## src/rtl/pcseq_pkg.sv

```systemverilog
package pcseq_pkg;

    // Action selected for the current cycle
    typedef enum logic [2:0] {
        ACT_HOLD = 3'd0,
        ACT_SEQ  = 3'd1,
        ACT_JUMP = 3'd2,
        ACT_CALL = 3'd3,
        ACT_RET  = 3'd4,
        ACT_HWI  = 3'd5,
        ACT_SWI  = 3'd6
    } pc_act_e;

    function automatic logic act_is_flow(pc_act_e a);
        return (a != ACT_HOLD) && (a != ACT_SEQ);
    endfunction

    function automatic logic act_is_push(pc_act_e a);
        return (a == ACT_CALL) || (a == ACT_HWI) || (a == ACT_SWI);
    endfunction

endpackage

```

## src/rtl/pcseq_select.sv

```systemverilog
module pcseq_select
    import pcseq_pkg::*;
(
    input  logic    in_bubble,
    input  logic    adv,
    input  logic    jump,
    input  logic    call,
    input  logic    ret,
    input  logic    hw_irq,
    input  logic    sw_trap,
    output pc_act_e act
);

    // Fixed priority: hardware entry, trap, call, jump, return, step
    always_comb begin
        if (in_bubble)    act = ACT_HOLD;   // squash cycle ignores all
        else if (hw_irq)  act = ACT_HWI;
        else if (sw_trap) act = ACT_SWI;
        else if (call)    act = ACT_CALL;
        else if (jump)    act = ACT_JUMP;
        else if (ret)     act = ACT_RET;
        else if (adv)     act = ACT_SEQ;
        else              act = ACT_HOLD;
    end

endmodule

```

## src/rtl/pcseq_retstack.sv

```systemverilog
module pcseq_retstack #(
    parameter int unsigned ADDR_W = 10,
    parameter int unsigned DEPTH  = 5
) (
    input  logic              clk,
    input  logic              rst_n,
    input  logic              push,
    input  logic              pop,
    input  logic [ADDR_W-1:0] push_addr,
    output logic [ADDR_W-1:0] top_addr
);

    localparam int unsigned PTR_W = (DEPTH > 1) ? $clog2(DEPTH) : 1;
    localparam logic [PTR_W-1:0] LAST = PTR_W'(DEPTH - 1);

    typedef struct packed {
        logic [DEPTH-1:0][ADDR_W-1:0] slot;
        logic [PTR_W-1:0]             ptr;
    } stk_t;

    stk_t stk_d, stk_q;
    logic [PTR_W-1:0] ptr_inc, ptr_dec;

    // Ring pointer neighbours
    always_comb begin
        ptr_inc = (stk_q.ptr == LAST) ? '0 : stk_q.ptr + 1'b1;
        ptr_dec = (stk_q.ptr == '0) ? LAST : stk_q.ptr - 1'b1;
    end

    assign top_addr = stk_q.slot[ptr_dec];

    always_comb begin
        stk_d = stk_q;
        if (push) begin
            stk_d.slot[stk_q.ptr] = push_addr;   // overwrites oldest when full
            stk_d.ptr             = ptr_inc;
        end else if (pop) begin
            stk_d.ptr = ptr_dec;                  // wraps when empty
        end
    end

    always_ff @(posedge clk or negedge rst_n) begin
        if (!rst_n) stk_q <= '0;
        else        stk_q <= stk_d;
    end

    p_ptr_in_ring_r10: assert property (@(posedge clk) disable iff (!rst_n)
        stk_q.ptr <= LAST);

    p_push_pop_excl_r8: assert property (@(posedge clk) disable iff (!rst_n)
        !(push && pop));

    p_push_lands_r4: assert property (@(posedge clk) disable iff (!rst_n)
        push |=> top_addr == $past(push_addr));

endmodule

```

## src/rtl/pc_sequencer.sv

```systemverilog
module pc_sequencer
    import pcseq_pkg::*;
#(
    parameter int unsigned ADDR_W    = 10,
    parameter int unsigned DEPTH     = 5,
    parameter int unsigned RESET_VEC = 'h3FF,
    parameter int unsigned HW_VEC    = 'h008,
    parameter int unsigned SW_VEC    = 'h002
) (
    input  logic              clk,
    input  logic              rst_n,
    input  logic              adv,
    input  logic              jump,
    input  logic              call,
    input  logic              ret,
    input  logic              hw_irq,
    input  logic              sw_trap,
    input  logic [ADDR_W-1:0] target,
    output logic [ADDR_W-1:0] fetch_addr,
    output logic              bubble
);

    localparam logic [ADDR_W-1:0] RST_A = ADDR_W'(RESET_VEC);
    localparam logic [ADDR_W-1:0] HW_A  = ADDR_W'(HW_VEC);
    localparam logic [ADDR_W-1:0] SW_A  = ADDR_W'(SW_VEC);

    typedef struct packed {
        logic [ADDR_W-1:0] pc;
        logic              bub;
    } seq_t;

    seq_t              st_d, st_q;
    pc_act_e           act;
    logic [ADDR_W-1:0] pc_inc;
    logic [ADDR_W-1:0] stack_top;
    logic              do_push, do_pop;

    pcseq_select u_select (
        .in_bubble (st_q.bub),
        .adv       (adv),
        .jump      (jump),
        .call      (call),
        .ret       (ret),
        .hw_irq    (hw_irq),
        .sw_trap   (sw_trap),
        .act       (act)
    );

    pcseq_retstack #(
        .ADDR_W (ADDR_W),
        .DEPTH  (DEPTH)
    ) u_stack (
        .clk       (clk),
        .rst_n     (rst_n),
        .push      (do_push),
        .pop       (do_pop),
        .push_addr (pc_inc),
        .top_addr  (stack_top)
    );

    assign pc_inc  = st_q.pc + 1'b1;   // natural wrap at top of space
    assign do_push = act_is_push(act);
    assign do_pop  = (act == ACT_RET);

    always_comb begin
        st_d     = st_q;
        st_d.bub = act_is_flow(act);
        unique case (act)
            ACT_SEQ:  st_d.pc = pc_inc;
            ACT_JUMP: st_d.pc = target;
            ACT_CALL: st_d.pc = target;
            ACT_RET:  st_d.pc = stack_top;
            ACT_HWI:  st_d.pc = HW_A;
            ACT_SWI:  st_d.pc = SW_A;
            default:  st_d.pc = st_q.pc;
        endcase
    end

    always_ff @(posedge clk or negedge rst_n) begin
        if (!rst_n) st_q <= '{pc: RST_A, bub: 1'b0};
        else        st_q <= st_d;
    end

    assign fetch_addr = st_q.pc;
    assign bubble     = st_q.bub;

    p_reset_vec_r1: assert property (@(posedge clk)
        !rst_n |=> (fetch_addr == RST_A) && !bubble);

    p_step_r2: assert property (@(posedge clk) disable iff (!rst_n)
        (!bubble && adv && !(jump || call || ret || hw_irq || sw_trap))
        |=> fetch_addr == ADDR_W'($past(fetch_addr) + 1'b1));

    p_jump_r3: assert property (@(posedge clk) disable iff (!rst_n)
        (!bubble && jump && !(call || hw_irq || sw_trap))
        |=> fetch_addr == $past(target));

    p_hw_vec_r6: assert property (@(posedge clk) disable iff (!rst_n)
        (!bubble && hw_irq) |=> fetch_addr == HW_A);

    p_sw_vec_r7: assert property (@(posedge clk) disable iff (!rst_n)
        (!bubble && sw_trap && !hw_irq) |=> fetch_addr == SW_A);

    p_bubble_set_r9: assert property (@(posedge clk) disable iff (!rst_n)
        (!bubble && (jump || call || ret || hw_irq || sw_trap)) |=> bubble);

    p_bubble_hold_r9: assert property (@(posedge clk) disable iff (!rst_n)
        bubble |=> !bubble && (fetch_addr == $past(fetch_addr)));

endmodule

```

## config.mk

```make
export PLATFORM = sky130hd
export DESIGN_NAME = pc_sequencer
export DESIGN_NICKNAME = d
export VERILOG_FILES = /design/src/rtl/pcseq_pkg.sv /design/src/rtl/pcseq_select.sv /design/src/rtl/pcseq_retstack.sv /design/src/rtl/pc_sequencer.sv
export SDC_FILE = /design/constraint.sdc
export NUM_CORES = 1
export LEC_CHECK = 0
export BUFFER_PORTS_ARGS = -buffer_cell sky130_fd_sc_hd__clkbuf_2
export CAP_MARGIN = 25
export CORE_UTILIZATION = 30
export CTS_CLUSTER_DIAMETER = 150
export DETAILED_ROUTE_END_ITERATION = 7
export GPL_TIMING_DRIVEN = 0
export SETUP_SLACK_MARGIN = 0.4
export SLEW_MARGIN = 20
export SYNTH_ARGS = -nofsm -noshare
export SYNTH_HDL_FRONTEND = slang
export SYNTH_SLANG_ARGS = --single-unit
export TNS_END_PERCENT = 100
```

## constraint.sdc

```tcl
create_clock -name clk -period 3.5 [get_ports clk]
set_input_delay 0.175 -clock clk [delete_from_list [all_inputs] [get_ports clk]]
set_output_delay 0.175 -clock clk [all_outputs]
set_load 0.02 [all_outputs]
```

# After elaboration in Yosys (flattened, before gate mapping)
# Cells that the tools add are included.
[totals] mem_count=0 output_inout_bits=11 elab_cells=48 ff_bits=64 rom_bits=0 in_bits=18 latchBits=0 ramBits=0
[op_classes] div_mod_pow=0 magnitude_cmp=3 n_addsub=3 mul=0 bitwise=0 shifts=0 mux=17 n_eq_ne=8 reduce_logical=9
[ops] operator="50-bit bitwise mux" count=1
[ops] operator="10-bit one-hot mux with 5 select lines" count=1
[ops] operator="10-bit binary-select mux with 3-bit select" count=1
[ops] operator="10-bit demux with 3-bit select" count=1
[ops] operator="3-bit two-way mux" count=10
[ops] operator="10-bit two-way mux" count=2
[ops] operator="3-bit equality test, second input constant" count=4
[ops] operator="10-bit by 1-bit adder with 10-bit output, second input constant" count=1
[ops] operator="3-bit by 4-bit less-than comparator with 1-bit output, second input constant" count=2
[ops] operator="3-bit by 2-bit equality test with 1-bit output, second input constant" count=2
[ops] operator="5-bit nonzero test" count=1
[ops] operator="3-bit by 1-bit adder with 3-bit output, second input constant" count=1
[ops] operator="3-bit by 1-bit equality test with 1-bit output, second input constant" count=1
[ops] operator="3-bit by 1-bit greater-or-equal comparator with 1-bit output, second input constant" count=1
[ops] operator="3-bit logical NOT" count=1
[ops] operator="3-bit by 1-bit inequality test with 1-bit output, second input constant" count=1
[ops] operator="3-bit nonzero test" count=1
[ops] operator="3-bit by 1-bit subtractor with 3-bit output, second input constant" count=1
[ops] operator="1-bit logical AND" count=2
[ops] operator="1-bit logical OR" count=2
[ops] operator="2-bit nonzero test" count=1
[ops] operator="2-bit OR reduction" count=1
[ops] operator="1-bit two-way mux" count=1

# Logic depth before layout (Yosys ltp)
# Gate-level depths: netlist of the first run.
[depth] ltp_word=11 depth_mapped=11 depth_no_buf=7

# Cells and area by module
# A second synthesis of the first run with hierarchy kept.
[hier_totals] hier_cells=334 area_unflattened_um2=3893.7
[modules_own_cells] mod="pcseq_retstack" cells_each=205 n_inst=1 seq_area_each_um2=1326.3 area_each_um2=2775.2
[modules_own_cells] mod="pc_sequencer" cells_each=120 n_inst=1 seq_area_each_um2=287.8 area_each_um2=1064.8
[modules_own_cells] mod="pcseq_select" cells_each=9 n_inst=1 seq_area_each_um2=0.0 area_each_um2=53.8

# Worst setup path before layout of the first run
# No wires, ideal clock.
[synth_path] path_type="reg2reg" from="register u_stack.stk_q[0] in the netlist's numbering" to="register st_q, in the netlist fetch_addr[3]" required_ps=3439 setup_time_ps=61 t_arrival_ps=2487 stages_incl_launch_ff=11 setup_slack_ps=952 n_path_buf=3 synth_period_minus_slack_ps=2548 path_cell_list="dfrtp_1 buf_2 buf_6 inv_1 ha_1 buf_6 or4b_1 o211ai_4 a22oi_2 a211oi_2 a211o_1"
[synth_via] elab_chain_len=5 elab_cells_between_ends=6 cone_classes="1 x add/sub; 4 x mux; 1 x reduce/logical"
[synth_rtl] item="from (decl)" line="pcseq_retstack.sv:21" rtl="stk_t stk_d, stk_q;"
[synth_rtl] item="from (signal assigned)" line="pcseq_retstack.sv:44" rtl="else stk_q <= stk_d;"
[synth_rtl] item="3-bit by 1-bit subtractor with 3-bit output / 3-bit logical NOT (equally long branches)" line="pcseq_retstack.sv:27" rtl="ptr_dec = (stk_q.ptr == '0) ? LAST : stk_q.ptr - 1'b1;"
[synth_rtl] item="3-bit two-way mux (*)" line="pcseq_retstack.sv:27"
[synth_rtl] item="10-bit binary-select mux with 3-bit select (*)" line="pcseq_retstack.sv:30" rtl="assign top_addr = stk_q.slot[ptr_dec];"
[synth_rtl] item="10-bit two-way mux (implied by the code) (*)" line="pcseq_retstack.sv:30"
[synth_rtl] item="10-bit one-hot mux with 5 select lines (*)" line="pc_sequencer.sv:68" rtl="unique case (act)"
[synth_rtl] item="to (signal assigned)" line="pc_sequencer.sv:80" rtl="if (!rst_n) st_q <= '{pc: RST_A, bub: 1'b0};"
[synth_rtl] item="to (signal assigned)" line="pc_sequencer.sv:81" rtl="else st_q <= st_d;"
[synth_rtl] item="to (decl)" line="pc_sequencer.sv:32" rtl="seq_t st_d, st_q;"
# Mark *: on every way between the ends. The rest lies on a longest branch, timed or not. The select of a mux whose other input is x is not followed.
# A chain may end at the register's enable or synchronous reset.

# Worst setup path after layout of the first run
# Ends and elaborated chain as after synthesis.

==> parameters.txt, run 1 <==
Parameter                              Value

Synthesis
  Synth warn    0
  Synthesized Nets    316
  Number of enable-type register cells in the synthesized netlist    0
  Share of Yosys cell area claimed by the top area cell type    38.54%
  Portion of the post-synthesis area used by sequential elements    46.04%
  Cells after Synth    294
  Flop and latch count out of synthesis    64
  Ys flop type    sky130_fd_sc_hd__dfrtp_1
  Cell area after technology mapping    3506 µm²
  Cell type with the highest aggregate area in the netlist    sky130_fd_sc_hd__dfrtp_1
  Fraction of registers with async set/reset    100.0%
  Average size of a mapped cell    11.92 µm²
  Distinct cells, synth    61
  Top post-synthesis cells by area    sky130_fd_sc_hd__dfrtp_1 (39%), sky130_fd_sc_hd__mux2_2 (15%), sky130_fd_sc_hd__dfstp_2 (7.5%), sky130_fd_sc_hd__mux2i_1 (7.1%), sky130_fd_sc_hd__a22oi_1 (1.9%)

Drt
  Remaining antenna violation count    0
  Drt initial violations    around 200
  DRT Pass-1 Iters    4
  Via total after detailed routing    2617
  WL/cell    ~18 µm
  Residual DRC    0
  Detail-routed via count per cell    5.396
  Routed WL    8942 µm

Clock tree
  Clock transition time at the flip-flop clock pins of the worst setup and hold paths    60 ps
  Clock tree buffer depth    2
  Total number of H-tree levels    3
  Number of buffers created by CTS    9
  Buffer type at the clock tree root    sky130_fd_sc_hd__clkbuf_16
  Number of sinks handled by clock tree synthesis    64
  Clock latency on the worst-skew pair    ~330 ps
  Clock tree from TritonCTS    done

Global route
  Number of antenna violations at the first check in global routing    0
  Overall fraction of global-route tracks in use    15.81%
  Gr ovfl total    0
  Number of global-route vias before repair    2465
  First-pass GRT wire length    around 14000 µm
  Pin count of the biggest net entering global routing    45

Floorplanning
  Site Rows    39
  Die X    110.1 µm
  DIE HEIGHT    110.1 µm
  Area of the die    between 10000 and 15000 µm²
  Core Footprint    11420 µm²
  Initial Utilization    a little under a third
  Top Ports    29

Finish
  Final cell count without fillers    between 400 and 500
  Final cell utilization of the core    36.85%
  Layout-stage area growth over the synthesis result    20.02%
  Design Area, Final    about 4200 µm²
  Final layout net count    359
  Fraction of final layout cells with drive strength greater than 1    between 30 and 40%
  Antenna cells    0

Pwr
  Int Power    2.608 mW
  Cell Pwr Density    1000 nW/µm²
  Proportion of power drawn by the clock network    22.6%
  Switching share of total power    38.04%
  Switch Pwr    1.601 mW
  IR Drop Worst-Case VDD    0.0003799 V
  Sequential share of power    31.6%
  Total power draw    4.210 mW
  Static Leak    1.898 nW
  Portion of total power attributed to combinational logic    45.8%

Worst setup path
  Top delay family on crit path    buffers and inverters
  Crit-path cells    clkbuf_4, buf_6, inv_1, ha_1, buf_6, or4b_1, o211ai_4, buf_12, a22oi_2, a211oi_2, a211o_1
  Required time reported for the critical path endpoint    3780 ps
  Critical R2R Capture    fetch_addr[3]
  Buffering stage count on the worst path with inverters included    5
  Worst r2r path cells    11
  Peak per-stage delay on the critical path    570 ps
  Worst reg2reg path startpoint    u_stack.stk_q[0]
  Top fanout value on the critical path    10
  Data arrival at the endpoint of the critical path    3180 ps
  Crit Path Class    register to register
  Flop2flop setup slack    ~590 ps
  Worst path slowest cell    sky130_fd_sc_hd__or4b_1
  Element type at the critical path start    register
  Element type at the critical path end    register
  Dominant cell type by count on the critical path    sky130_fd_sc_hd__buf_6

Placed design
  Post-Place Cell Area    just under 4000 µm²
  Buffers added on ports    28
  Worst slack after detailed placement    429.4 ps
  Gp weighted congestion    0.8014
  DP Cell Count    466
  DPL Wire Length    5941 µm

STA
  Worst setup margin    around 590 ps
  Hold violation total from the final report    0
  Post-layout min period    2906 ps
  Worst slew margin relative to its limit    between 50 and 60%
  Final clock period utilization by the worst path    83.04%
  Final setup TNS    0 ps
  Worst Hold Slack    just over 70 ps
  Max Clock Freq    344.1 MHz
  Unrepaired setup endpoints after global routing    false
  Final setup violation count    0
  Max-slew violations    0
  Slew @ Worst Pin    605.5 ps
  Setup Skew    between 6 and 7 ps

Flow run
  Max-Cap Viols    0

Status
  Result of the run    complete, no violations

Hold path
  Worst hold path type    primary input to register
  Endpoint of the worst hold-timing path    fetch_addr[3]
  Worst hold path startpoint    target[3]
  Number of cells on the worst hold path    2
## power by group through the flow
stage               Combinational (mW)  Clock [mW]  Sequential (mW)
global route                      2.10       0.988             1.37
detailed placement                1.86           0             1.34
CTS                               1.87       0.960             1.33
finish                            1.93       0.952             1.33
floorplan                         1.35           0             1.34
global placement                  1.83           0             1.32
## layout by cell type, fill, tap and decap left out, types with 2 or more instances in the layout
cell,synthesis,final
sky130_fd_sc_hd__dfrtp_1,54,54
sky130_fd_sc_hd__mux2_2,47,47
sky130_fd_sc_hd__clkbuf_2,0,28
sky130_fd_sc_hd__mux2i_1,25,25
sky130_fd_sc_hd__nand2_1,14,14
sky130_fd_sc_hd__nor2_1,13,13
sky130_fd_sc_hd__a21oi_1,10,10
sky130_fd_sc_hd__dfstp_2,10,10
sky130_fd_sc_hd__inv_1,9,9
sky130_fd_sc_hd__a22oi_1,9,9
sky130_fd_sc_hd__clkbuf_16,0,9
sky130_fd_sc_hd__clkbuf_1,5,6
sky130_fd_sc_hd__nand3_1,6,6
sky130_fd_sc_hd__o21ai_0,6,6
sky130_fd_sc_hd__xnor2_1,6,6
sky130_fd_sc_hd__buf_6,5,5
sky130_fd_sc_hd__a22o_1,5,5
sky130_fd_sc_hd__nor3_1,4,4
sky130_fd_sc_hd__a222oi_1,4,4
sky130_fd_sc_hd__ha_1,4,4
sky130_fd_sc_hd__clkbuf_4,1,3
sky130_fd_sc_hd__buf_2,3,3
sky130_fd_sc_hd__nor3_2,2,2
sky130_fd_sc_hd__a21o_1,2,2
sky130_fd_sc_hd__nor2b_1,2,2
sky130_fd_sc_hd__nand2b_1,2,2
sky130_fd_sc_hd__o31ai_1,2,2
sky130_fd_sc_hd__xor2_1,2,2
sky130_fd_sc_hd__o221ai_1,2,2
sky130_fd_sc_hd__o21a_1,2,2
sky130_fd_sc_hd__a32oi_1,2,2
sky130_fd_sc_hd__nand4_1,2,2
sky130_fd_sc_hd__and3_1,2,2
sky130_fd_sc_hd__and4_1,2,2
sky130_fd_sc_hd__nand3_4,2,2
sky130_fd_sc_hd__bufinv_16,0,2
## worst max path at each step
stage	startpoint	endpoint	slack, ps	depth (start not counted)
3_5_place_dp	u_stack.stk_q[0]	fetch_addr[4]	430	11
5_1_grt	u_stack.stk_q[0]	fetch_addr[3]	470	11
6_report	u_stack.stk_q[0]	fetch_addr[3]	590	11
4_1_cts	u_stack.stk_q[0]	fetch_addr[4]	410	11
3_3_place_gp	u_stack.stk_q[0]	fetch_addr[4]	460	11
2_1_floorplan	u_stack.stk_q[0]	fetch_addr[3]	950	10
## state kept, by name (all words and copies together), names as in the netlist
register and cells:
bubble 1, fetch_addr 10, u_stack.stk_q 53
## worst reg2reg max path: stages (launching register included)
cell and delay (ps):
sky130_fd_sc_hd__dfrtp_1 380, sky130_fd_sc_hd__clkbuf_4 300, sky130_fd_sc_hd__buf_6 240, sky130_fd_sc_hd__inv_1 120, sky130_fd_sc_hd__ha_1 230, sky130_fd_sc_hd__buf_6 130, sky130_fd_sc_hd__or4b_1 570, sky130_fd_sc_hd__o211ai_4 230
sky130_fd_sc_hd__buf_12 170, sky130_fd_sc_hd__a22oi_2 100, sky130_fd_sc_hd__a211oi_2 250, sky130_fd_sc_hd__a211o_1 130
## per-layer routing
metal | vias up | GRT usage, % | routed length, µm
met4 | 0 | 5.169 | 148
met1 | 1338 | 21.89 | 4156
met3 | 14 | 3.586 | 463
met5 | - | 0 | 0
met2 | 65 | 24.38 | 4173
li1 | 1200 | - | -
## cell usage after synthesis, types with 2 or more instances
cell / n
sky130_fd_sc_hd__nand3_4: 2
sky130_fd_sc_hd__a32oi_1: 2
sky130_fd_sc_hd__nand4_1: 2
sky130_fd_sc_hd__nor2b_1: 2
sky130_fd_sc_hd__ha_1: 4
sky130_fd_sc_hd__nor3_2: 2
sky130_fd_sc_hd__and4_1: 2
sky130_fd_sc_hd__a21o_1: 2
sky130_fd_sc_hd__xor2_1: 2
sky130_fd_sc_hd__o221ai_1: 2
sky130_fd_sc_hd__a22o_1: 5
sky130_fd_sc_hd__dfstp_2: 10
sky130_fd_sc_hd__xnor2_1: 6
sky130_fd_sc_hd__inv_1: 9
sky130_fd_sc_hd__dfrtp_1: 54
sky130_fd_sc_hd__a222oi_1: 4
sky130_fd_sc_hd__nand2b_1: 2
sky130_fd_sc_hd__o31ai_1: 2
sky130_fd_sc_hd__nor3_1: 4
sky130_fd_sc_hd__mux2i_1: 25
sky130_fd_sc_hd__a21oi_1: 10
sky130_fd_sc_hd__o21a_1: 2
sky130_fd_sc_hd__nand2_1: 14
sky130_fd_sc_hd__clkbuf_1: 5
sky130_fd_sc_hd__mux2_2: 47
sky130_fd_sc_hd__o21ai_0: 6
sky130_fd_sc_hd__nand3_1: 6
sky130_fd_sc_hd__a22oi_1: 9
sky130_fd_sc_hd__buf_6: 5
sky130_fd_sc_hd__buf_2: 3
sky130_fd_sc_hd__nor2_1: 13
sky130_fd_sc_hd__and3_1: 2
## area by class of cell
class / count / area, µm²
plain buffers: 16 / 118.9
clock buffers: 11 / 232.7
clock inverters: 5 / 81.33
fillers: 1140 / 7211
inverters: 10 / 37.54
multi-input cells: 204 / 1739
flip-flops and latches: 64 / 1614
well taps: 143 / 178.9
repair buffers: 32 / 205.2
## what timing repair did
| action | CTS | global route |
|---|---|---|
| resized for setup | 0 | 3 |
| setup buffers | 0 | 1 |
| setup endpoints to repair | 0 | 9 |
| endpoints found under the hold margin | 19 | 0 |
| hold buffers | 1 | 0 |
## logic make-up after synthesis
logic type,synth area share [%]
simple gates,10.81
buf+inv,4.354
xor+xnor,1.999
flops,46.04
fa+ha+maj,1.428
compound gates,13.13
mux,22.23
Power figures use the tool's default switching activity.
==> run 2: changes to the inputs <==
Clock period 3.5 ns to 2.8 ns, I/O delays scaled along.
==> parameters.txt, run 2 (synthesis gave the netlist of run 1 again) <==
Parameter                              Value

Finish
  Fraction of final layout cells with drive strength greater than 1    39.88% (+2.5 points)
  Most used cells in the layout excluding fill and tap cells    sky130_fd_sc_hd__dfrtp_1 (54), sky130_fd_sc_hd__mux2_2 (47), sky130_fd_sc_hd__clkbuf_2 (27), sky130_fd_sc_hd__mux2i_1 (25), sky130_fd_sc_hd__nand2_1 (14)
  Final cell count without fillers    489 (+0.82%)
  Layout filler cell count    1151 (+0.96%)
  Final layout net count    363 (+1.1%)
  Layout-stage area growth over the synthesis result    20.99%
  Register bank with the most flops    u_stack.stk_q
  Max reg flops    53 (unchanged)
  Antenna cells    0 (unchanged)
  Most common library cell in the layout ignoring fill and taps    sky130_fd_sc_hd__dfrtp_1

Drt
  Wire length on met2    4353 µm (+4.3%)
  Uppermost routed layer    met4
  Routed WL    9222 µm (+3.1%)
  Detail-routed via count per cell    5.299 (-1.8%)
  Via total after detailed routing    2591 (-0.99%)
  Remaining antenna violation count    0 (unchanged)
  Drt initial violations    137 (-30%)
  Met3 WL post-DR    394 µm (-15%)
  WL/cell    18.86 µm (+2.3%)
  DRT Pass-1 Iters    6 (+2)
  Routed metal-1 wire length    4279 µm (+3.0%)
  Residual DRC    2 (+2)

Worst setup path
  Launching instance or port of the critical path    u_stack.stk_q[0]
  Element type at the critical path start    register
  Top fanout value on the critical path    8 (-2)
  Data arrival at the endpoint of the critical path    2630 ps (-550 ps)
  Crit Path Class    register to register
  Element type at the critical path end    register
  Worst reg2reg path startpoint    u_stack.stk_q[0]
  Required time reported for the critical path endpoint    3050 ps (-730 ps)

Clock tree
  Clock tree buffer depth    2 (unchanged)
  Buffer type at the clock tree root    sky130_fd_sc_hd__clkbuf_16
  Number of buffers created by CTS    9 (unchanged)
  Clock tree from TritonCTS    done
  Number of sinks handled by clock tree synthesis    64 (unchanged)
  Total number of H-tree levels    3 (unchanged)
  Clock latency on the worst-skew pair    330 ps (about the same)
  Clock transition time at the flip-flop clock pins of the worst setup and hold paths    50 ps (about the same)

STA
  Worst Hold Slack    49.42 ps (-23.07 ps)
  Setup Skew    7.064 ps (+0.3297 ps)
  Max-slew violations    0 (unchanged)
  Slew @ Worst Pin    1030 ps (+424.4 ps)
  Worst slew margin relative to its limit    30.77% (-29 points)
  Max Clock Freq    420.5 MHz (+22%)
  Worst setup margin    422.1 ps (-171.7 ps)
  Post-layout min period    2378 ps (-528.3 ps)
  Final clock period utilization by the worst path    84.93% (+1.9 points)
  Final setup violation count    0 (unchanged)
  Unrepaired setup endpoints after global routing    true
  Hold violation total from the final report    0 (unchanged)

Pwr
  Switching share of total power    39.27% (+1.2 points)
  IR Drop Worst-Case VDD    0.0004375 V (+15%)
  Int Power    3.189 mW (+22%)
  Cell Pwr Density    1238 nW/µm² (+24%)
  Switch Pwr    2.062 mW (+29%)
  Proportion of power drawn by the clock network    18.7% (-3.9 points)
  Static Leak    1.908 nW (+0.53%)
  Portion of total power attributed to combinational logic    49.7% (+3.9 points)
  Sequential share of power    31.7% (about the same)

Placed design
  Worst slack after detailed placement    -53.00 ps (-482.4 ps)
  Buffers added on ports    28 (unchanged)
  DPL Wire Length    5992 µm (+0.85%)
  DP Cell Count    466 (unchanged)
  Gp weighted congestion    0.7515 (-6.2%)

Status
  Result of the run    finished with violations
  Failing checks    design-rule violations

Global route
  First-pass GRT wire length    14290 µm (+3.1%)
  Number of antenna violations at the first check in global routing    0 (unchanged)
  Overall fraction of global-route tracks in use    16.46% (+0.65 points)
  Number of global-route vias before repair    2577 (+4.5%)
  Pin count of the biggest net entering global routing    54 (+20%)
  Gr ovfl total    0 (unchanged)

Flow run
  Max-Cap Viols    0 (unchanged)

Floorplanning
  DIE HEIGHT    110.1 µm (unchanged)
  Site Rows    39 (unchanged)
  Top Ports    29 (unchanged)
  Core Footprint    11420 µm² (unchanged)
  Initial Utilization    30.70% (unchanged)
  Die X    110.1 µm (unchanged)
  Area of the die    12120 µm² (unchanged)

Hold path
  Worst hold path type    primary input to register
  Worst hold path startpoint    target[3]
==> run 2: cell count changes in the layout (fill, tap and decap cells not counted), moves of 2 or more <==
cell,change
sky130_fd_sc_hd__a22oi_2,+2
sky130_fd_sc_hd__a22oi_1,-2
sky130_fd_sc_hd__buf_4,+6
sky130_fd_sc_hd__clkinv_2,+4
sky130_fd_sc_hd__buf_2,-2
sky130_fd_sc_hd__ha_1,-2
sky130_fd_sc_hd__bufinv_16,-2
==> run 2: worst max-delay path, stage by stage (launching register included) <==
cell                       delay [ps]
sky130_fd_sc_hd__dfrtp_1          390
sky130_fd_sc_hd__buf_12           130
sky130_fd_sc_hd__buf_12           110
sky130_fd_sc_hd__inv_8             30
sky130_fd_sc_hd__ha_4             140
sky130_fd_sc_hd__buf_6            130
sky130_fd_sc_hd__or4b_4           540
sky130_fd_sc_hd__o211ai_4         220
sky130_fd_sc_hd__buf_6            160
sky130_fd_sc_hd__a22o_1           150
sky130_fd_sc_hd__a222oi_1          90
sky130_fd_sc_hd__a21oi_1          190
==> run 2: cell type report <==
| type | instances | area (µm²) | area share (%) |
|---|---|---|---|
| Clock buffer | 11 | 232.7 | 5.487 |
| Timing Repair Buffer | 36 | 232.7 | 5.487 |
| Multi-Input combinational cell | 204 | 1768 | 41.68 |
| Clock inverter | 5 | 25.02 | 0.5900 |
| Sequential cell | 64 | 1614 | 38.05 |
| Inverter | 10 | 45.04 | 1.062 |
| Buffer | 16 | 145.1 | 3.422 |
| Tap cell | 143 | 178.9 | 4.218 |
==> run 2: layer usage <==
metal,vias up,GRT usage [%]
li1,1208,-
met1,1317,21.62
met2,53,26.65
met5,-,0
met4,0,5.733
met3,13,3.704
==> run 2: final timing paths <==
check | to | slack, ps | depth (start not counted)
setup / recovery | fetch_addr[5] | 420 | 11
max in group asynchronous | fetch_addr[1] | 1990 | 3
min in group asynchronous | u_stack.stk_q[11] | 240 | 2
hold reg to reg | u_stack.stk_q[19] | 500 | 1
setup reg to reg | fetch_addr[5] | 420 | 11
hold / removal | fetch_addr[3] | 50 | 2
==> run 2: per-stage QoR <==
stage | power (mW) | util, % | cell area (µm²) | TNS (ps)
2_1_floorplan | 3.395 | - | 3520 | 0
5_1_grt | 5.563 | 37.15 | 4242 | 0
4_1_cts | 5.199 | 36.80 | 4202 | 0
6_report | 5.250 | 37.15 | 4242 | 0
3_3_place_gp | 3.974 | 33.62 | 3839 | -43.28
3_5_place_dp | 4.044 | 33.88 | 3869 | -70.74
==> run 2: power groups by stage <==
stage / Sequential [mW] / Combinational [mW] / Clock, mW
final: 1.66 / 2.61 / 0.979
after global routing: 1.72 / 2.81 / 1.04
after CTS: 1.66 / 2.53 / 1.01
after detailed placement: 1.67 / 2.37 / 0
after global placement: 1.65 / 2.32 / 0
after floorplan: 1.68 / 1.71 / 0
==> run 2: timing repair <==
| action | in CTS | in global routing |
|---|---|---|
| setup endpoints to repair | 11 | 8 |
| pin swaps | 4 | 13 |
| cloned | 0 | 0 |
| setup buffers | 5 | 1 |
| hold endpoints to repair | 25 | 0 |
| hold buffers | 1 | 0 |
| resized for setup | 9 | 9 |
==> run 3: changes to the inputs <==
Settings changed: ABC_AREA set to 1.
Clock period 2.8 ns to 1.93 ns, I/O delays scaled along.
==> parameters.txt, run 3 <==
Parameter                              Value

Status
  Result of the run    complete, no violations

Drt
  WL/cell    15.81 µm (-16%)
  Remaining antenna violation count    0 (unchanged)
  DRT Pass-1 Iters    5 (-1)
  Routed WL    11560 µm (+25%)
  Drt initial violations    253 (+85%)
  Via total after detailed routing    3599 (+39%)
  Detail-routed via count per cell    4.923 (-7.1%)
  Residual DRC    0 (-2)

Synthesis
  Synthesized Nets    509 (+61%)
  Portion of the post-synthesis area used by sequential elements    42.67% (-3.4 points)
  Ys flop type    sky130_fd_sc_hd__dfrtp_1
  Synth warn    0 (unchanged)
  Cell type with the highest aggregate area in the netlist    sky130_fd_sc_hd__dfrtp_1
  Cells after Synth    487 (+66%)
  Distinct cells, synth    34 (-44%)
  Top post-synthesis cells by area    sky130_fd_sc_hd__dfrtp_1 (36%), sky130_fd_sc_hd__nand2_1 (18%), sky130_fd_sc_hd__nand3_1 (9.4%), sky130_fd_sc_hd__dfstp_2 (6.9%), sky130_fd_sc_hd__o21ai_2 (5.3%)
  Most common cell in the netlist    sky130_fd_sc_hd__nand2_1
  Number of enable-type register cells in the synthesized netlist    0 (unchanged)
  Cell area after technology mapping    3782 µm² (+7.9%)
  Leading cell types by count after synthesis    sky130_fd_sc_hd__nand2_1 (178), sky130_fd_sc_hd__nand3_1 (71), sky130_fd_sc_hd__dfrtp_1 (54), sky130_fd_sc_hd__inv_1 (33), sky130_fd_sc_hd__o21ai_1 (28)
  Flop and latch count out of synthesis    64 (unchanged)
  Share of Yosys cell area claimed by the top area cell type    35.73% (-2.8 points)
  Average size of a mapped cell    7.767 µm² (-35%)
  Fraction of registers with async set/reset    100.0% (unchanged)

Finish
  Final layout net count    580 (+60%)
  Most used cells in the layout excluding fill and tap cells    sky130_fd_sc_hd__nand2_1 (142), sky130_fd_sc_hd__dfrtp_1 (53), sky130_fd_sc_hd__nand3_1 (52), sky130_fd_sc_hd__nand2_2 (34), sky130_fd_sc_hd__o21ai_2 (31)
  Most common library cell in the layout ignoring fill and taps    sky130_fd_sc_hd__nand2_1
  Layout-stage area growth over the synthesis result    38.14%
  Register bank with the most flops    u_stack.stk_q
  Antenna cells    0 (unchanged)
  Fraction of final layout cells with drive strength greater than 1    41.21% (+1.3 points)
  Layout filler cell count    1157 (+0.52%)
  Max reg flops    53 (unchanged)

Worst setup path
  Data arrival at the endpoint of the critical path    2110 ps (-520 ps)
  Required time reported for the critical path endpoint    2190 ps (-860 ps)
  Crit Path Class    register to register
  Element type at the critical path end    register
  Element type at the critical path start    register
  Top fanout value on the critical path    6 (-2)

Clock tree
  Clock transition time at the flip-flop clock pins of the worst setup and hold paths    60 ps (about the same)
  Clock tree from TritonCTS    done
  Buffer type at the clock tree root    sky130_fd_sc_hd__clkbuf_16
  Total number of H-tree levels    3 (unchanged)
  Clock latency on the worst-skew pair    330 ps (about the same)
  Clock tree buffer depth    2 (unchanged)
  Number of sinks handled by clock tree synthesis    64 (unchanged)
  Number of buffers created by CTS    9 (unchanged)

STA
  Max-slew violations    0 (unchanged)
  Setup Skew    8.675 ps (+1.611 ps)
  Slew @ Worst Pin    462.7 ps (-567.2 ps)
  Final clock period utilization by the worst path    95.68% (+11 points)
  Max Clock Freq    541.5 MHz (+29%)
  Final setup TNS    0 ps (unchanged)
  Worst slew margin relative to its limit    69.15% (+38 points)
  Final setup violation count    0 (unchanged)
  Hold violation total from the final report    0 (unchanged)
  Post-layout min period    1847 ps (-531.3 ps)
  Unrepaired setup endpoints after global routing    true

Floorplanning
  Die X    114.3 µm (+3.8%)
  Site Rows    40 (+2.6%)
  Area of the die    13060 µm² (+7.7%)
  Initial Utilization    31.10% (+0.40 points)
  Top Ports    29 (unchanged)
  Core Footprint    12160 µm² (+6.5%)
  DIE HEIGHT    114.3 µm (+3.8%)

Hold path
  Worst hold path type    primary input to register

Global route
  Overall fraction of global-route tracks in use    18.05% (+1.6 points)
  Pin count of the biggest net entering global routing    44 (-19%)
  Number of antenna violations at the first check in global routing    0 (unchanged)
  Number of global-route vias before repair    3363 (+31%)
  Gr ovfl total    0 (unchanged)
  First-pass GRT wire length    17800 µm (+25%)

Pwr
  Switching share of total power    45.71% (+6.4 points)
  Switch Pwr    4.593 mW (+120%)
  Int Power    5.456 mW (+71%)
  Sequential share of power    23.7% (-8.0 points)
  Total power draw    10.05 mW (+91%)
  Proportion of power drawn by the clock network    18.9% (+0.2 points)
  Cell Pwr Density    1923 nW/µm² (+55%)
  Static Leak    2.467 nW (+29%)
  IR Drop Worst-Case VDD    0.001041 V (+140%)
  Portion of total power attributed to combinational logic    57.4% (+7.7 points)

Flow run
  Max-Cap Viols    0 (unchanged)

Placed design
  Buffers added on ports    28 (unchanged)
  DPL Wire Length    7501 µm (+25%)
  Gp weighted congestion    0.8420 (+12%)
run 3: timing repair:
action,CTS,global route
hold buffers,1,0
hold endpoints to repair,17,0
setup buffers,21,5
resized for setup,39,68
endpoints found under the setup margin,63,61
pin swaps,12,33
cloned,3,1
run 3: per-stage QoR:
| step | hold WS [ps] | cells | instance area (µm²) | setup WS [ps] | utilization [%] |
|---|---|---|---|---|---|
| after floorplan | -199.1 | 487 | 3890 | 349.2 | - |
| after global placement | 465.8 | 683 | 4240 | -79.15 | 34.87 |
| after detailed placement | 57.99 | 684 | 4270 | -78.29 | 35.11 |
| after CTS | 171.1 | 725 | 4932 | 170.8 | 40.56 |
| after global routing | 205.4 | 731 | 5225 | 18.30 | 42.96 |
| final | 157.8 | 731 | 5225 | 83.36 | 42.96 |
run 3: final timing paths:
path                                    from                end  depth (start not counted)  slack [ps]
setup / recovery            u_stack.stk_q[0]      fetch_addr[9]                         12          80
hold / removal                     target[2]      fetch_addr[2]                          7         160
setup reg to reg            u_stack.stk_q[0]      fetch_addr[9]                         12          80
hold reg to reg            u_stack.stk_q[30]  u_stack.stk_q[30]                          2         480
max in group asynchronous              rst_n      fetch_addr[5]                          3        1080
min in group asynchronous              rst_n  u_stack.stk_q[38]                          2         240
run 3: power by group through the flow:
stage | combinational, mW | sequential [mW] | clock [mW]
final | 5.77 | 2.38 | 1.90
after global routing | 6.24 | 2.43 | 1.97
after CTS | 4.99 | 2.35 | 1.93
after detailed placement | 4.26 | 2.40 | 0
after global placement | 4.20 | 2.39 | 0
after floorplan | 2.98 | 2.44 | 0
run 3: cell families (layout without fill, tap and decap cells):
kind of cell	after synthesis	count (layout)	synth area share (%)
fa+ha+maj	4	4	1.323
compound gates	65	66	11.35
buf+inv	59	134	8.534
flops	64	64	42.67
xor+xnor	3	3	0.6948
simple gates	292	292	35.43
run 3: per-layer routing:
layer	track usage [%]	wire length, µm	part of all wire [%]	vias up
met3	3.441	761	6.6	16
li1	-	-	-	1731
met2	28.69	5577	48	129
met4	5.195	171	1.5	0
met5	0	0	0	-
met1	24.96	5044	44	1723
run 3: final cells by class:
| type | count | area (µm²) | area share (%) |
|---|---|---|---|
| Clock buffer | 9 | 225.2 | 4.310 |
| Sequential cell | 64 | 1615 | 30.91 |
| Clock inverter | 7 | 118.9 | 2.275 |
| Buffer | 24 | 251.5 | 4.813 |
| Multi-Input combinational cell | 365 | 2235 | 42.77 |
| Inverter | 35 | 141.4 | 2.706 |
| Timing Repair Buffer | 59 | 427.9 | 8.190 |
| Tap cell | 168 | 210.2 | 4.023 |
run 3: critical path, stage by stage, from the launching register on:
cell and delay [ps]:
sky130_fd_sc_hd__dfrtp_2 440, sky130_fd_sc_hd__inv_2 90, sky130_fd_sc_hd__buf_8 110, sky130_fd_sc_hd__ha_4 170, sky130_fd_sc_hd__nand2_1 180, sky130_fd_sc_hd__o21ai_4 180, sky130_fd_sc_hd__nand3_1 160, sky130_fd_sc_hd__nand2_2 100
sky130_fd_sc_hd__nand2_1 60, sky130_fd_sc_hd__nand3_1 90, sky130_fd_sc_hd__nand3_1 90, sky130_fd_sc_hd__nand2_1 70, sky130_fd_sc_hd__inv_1 40
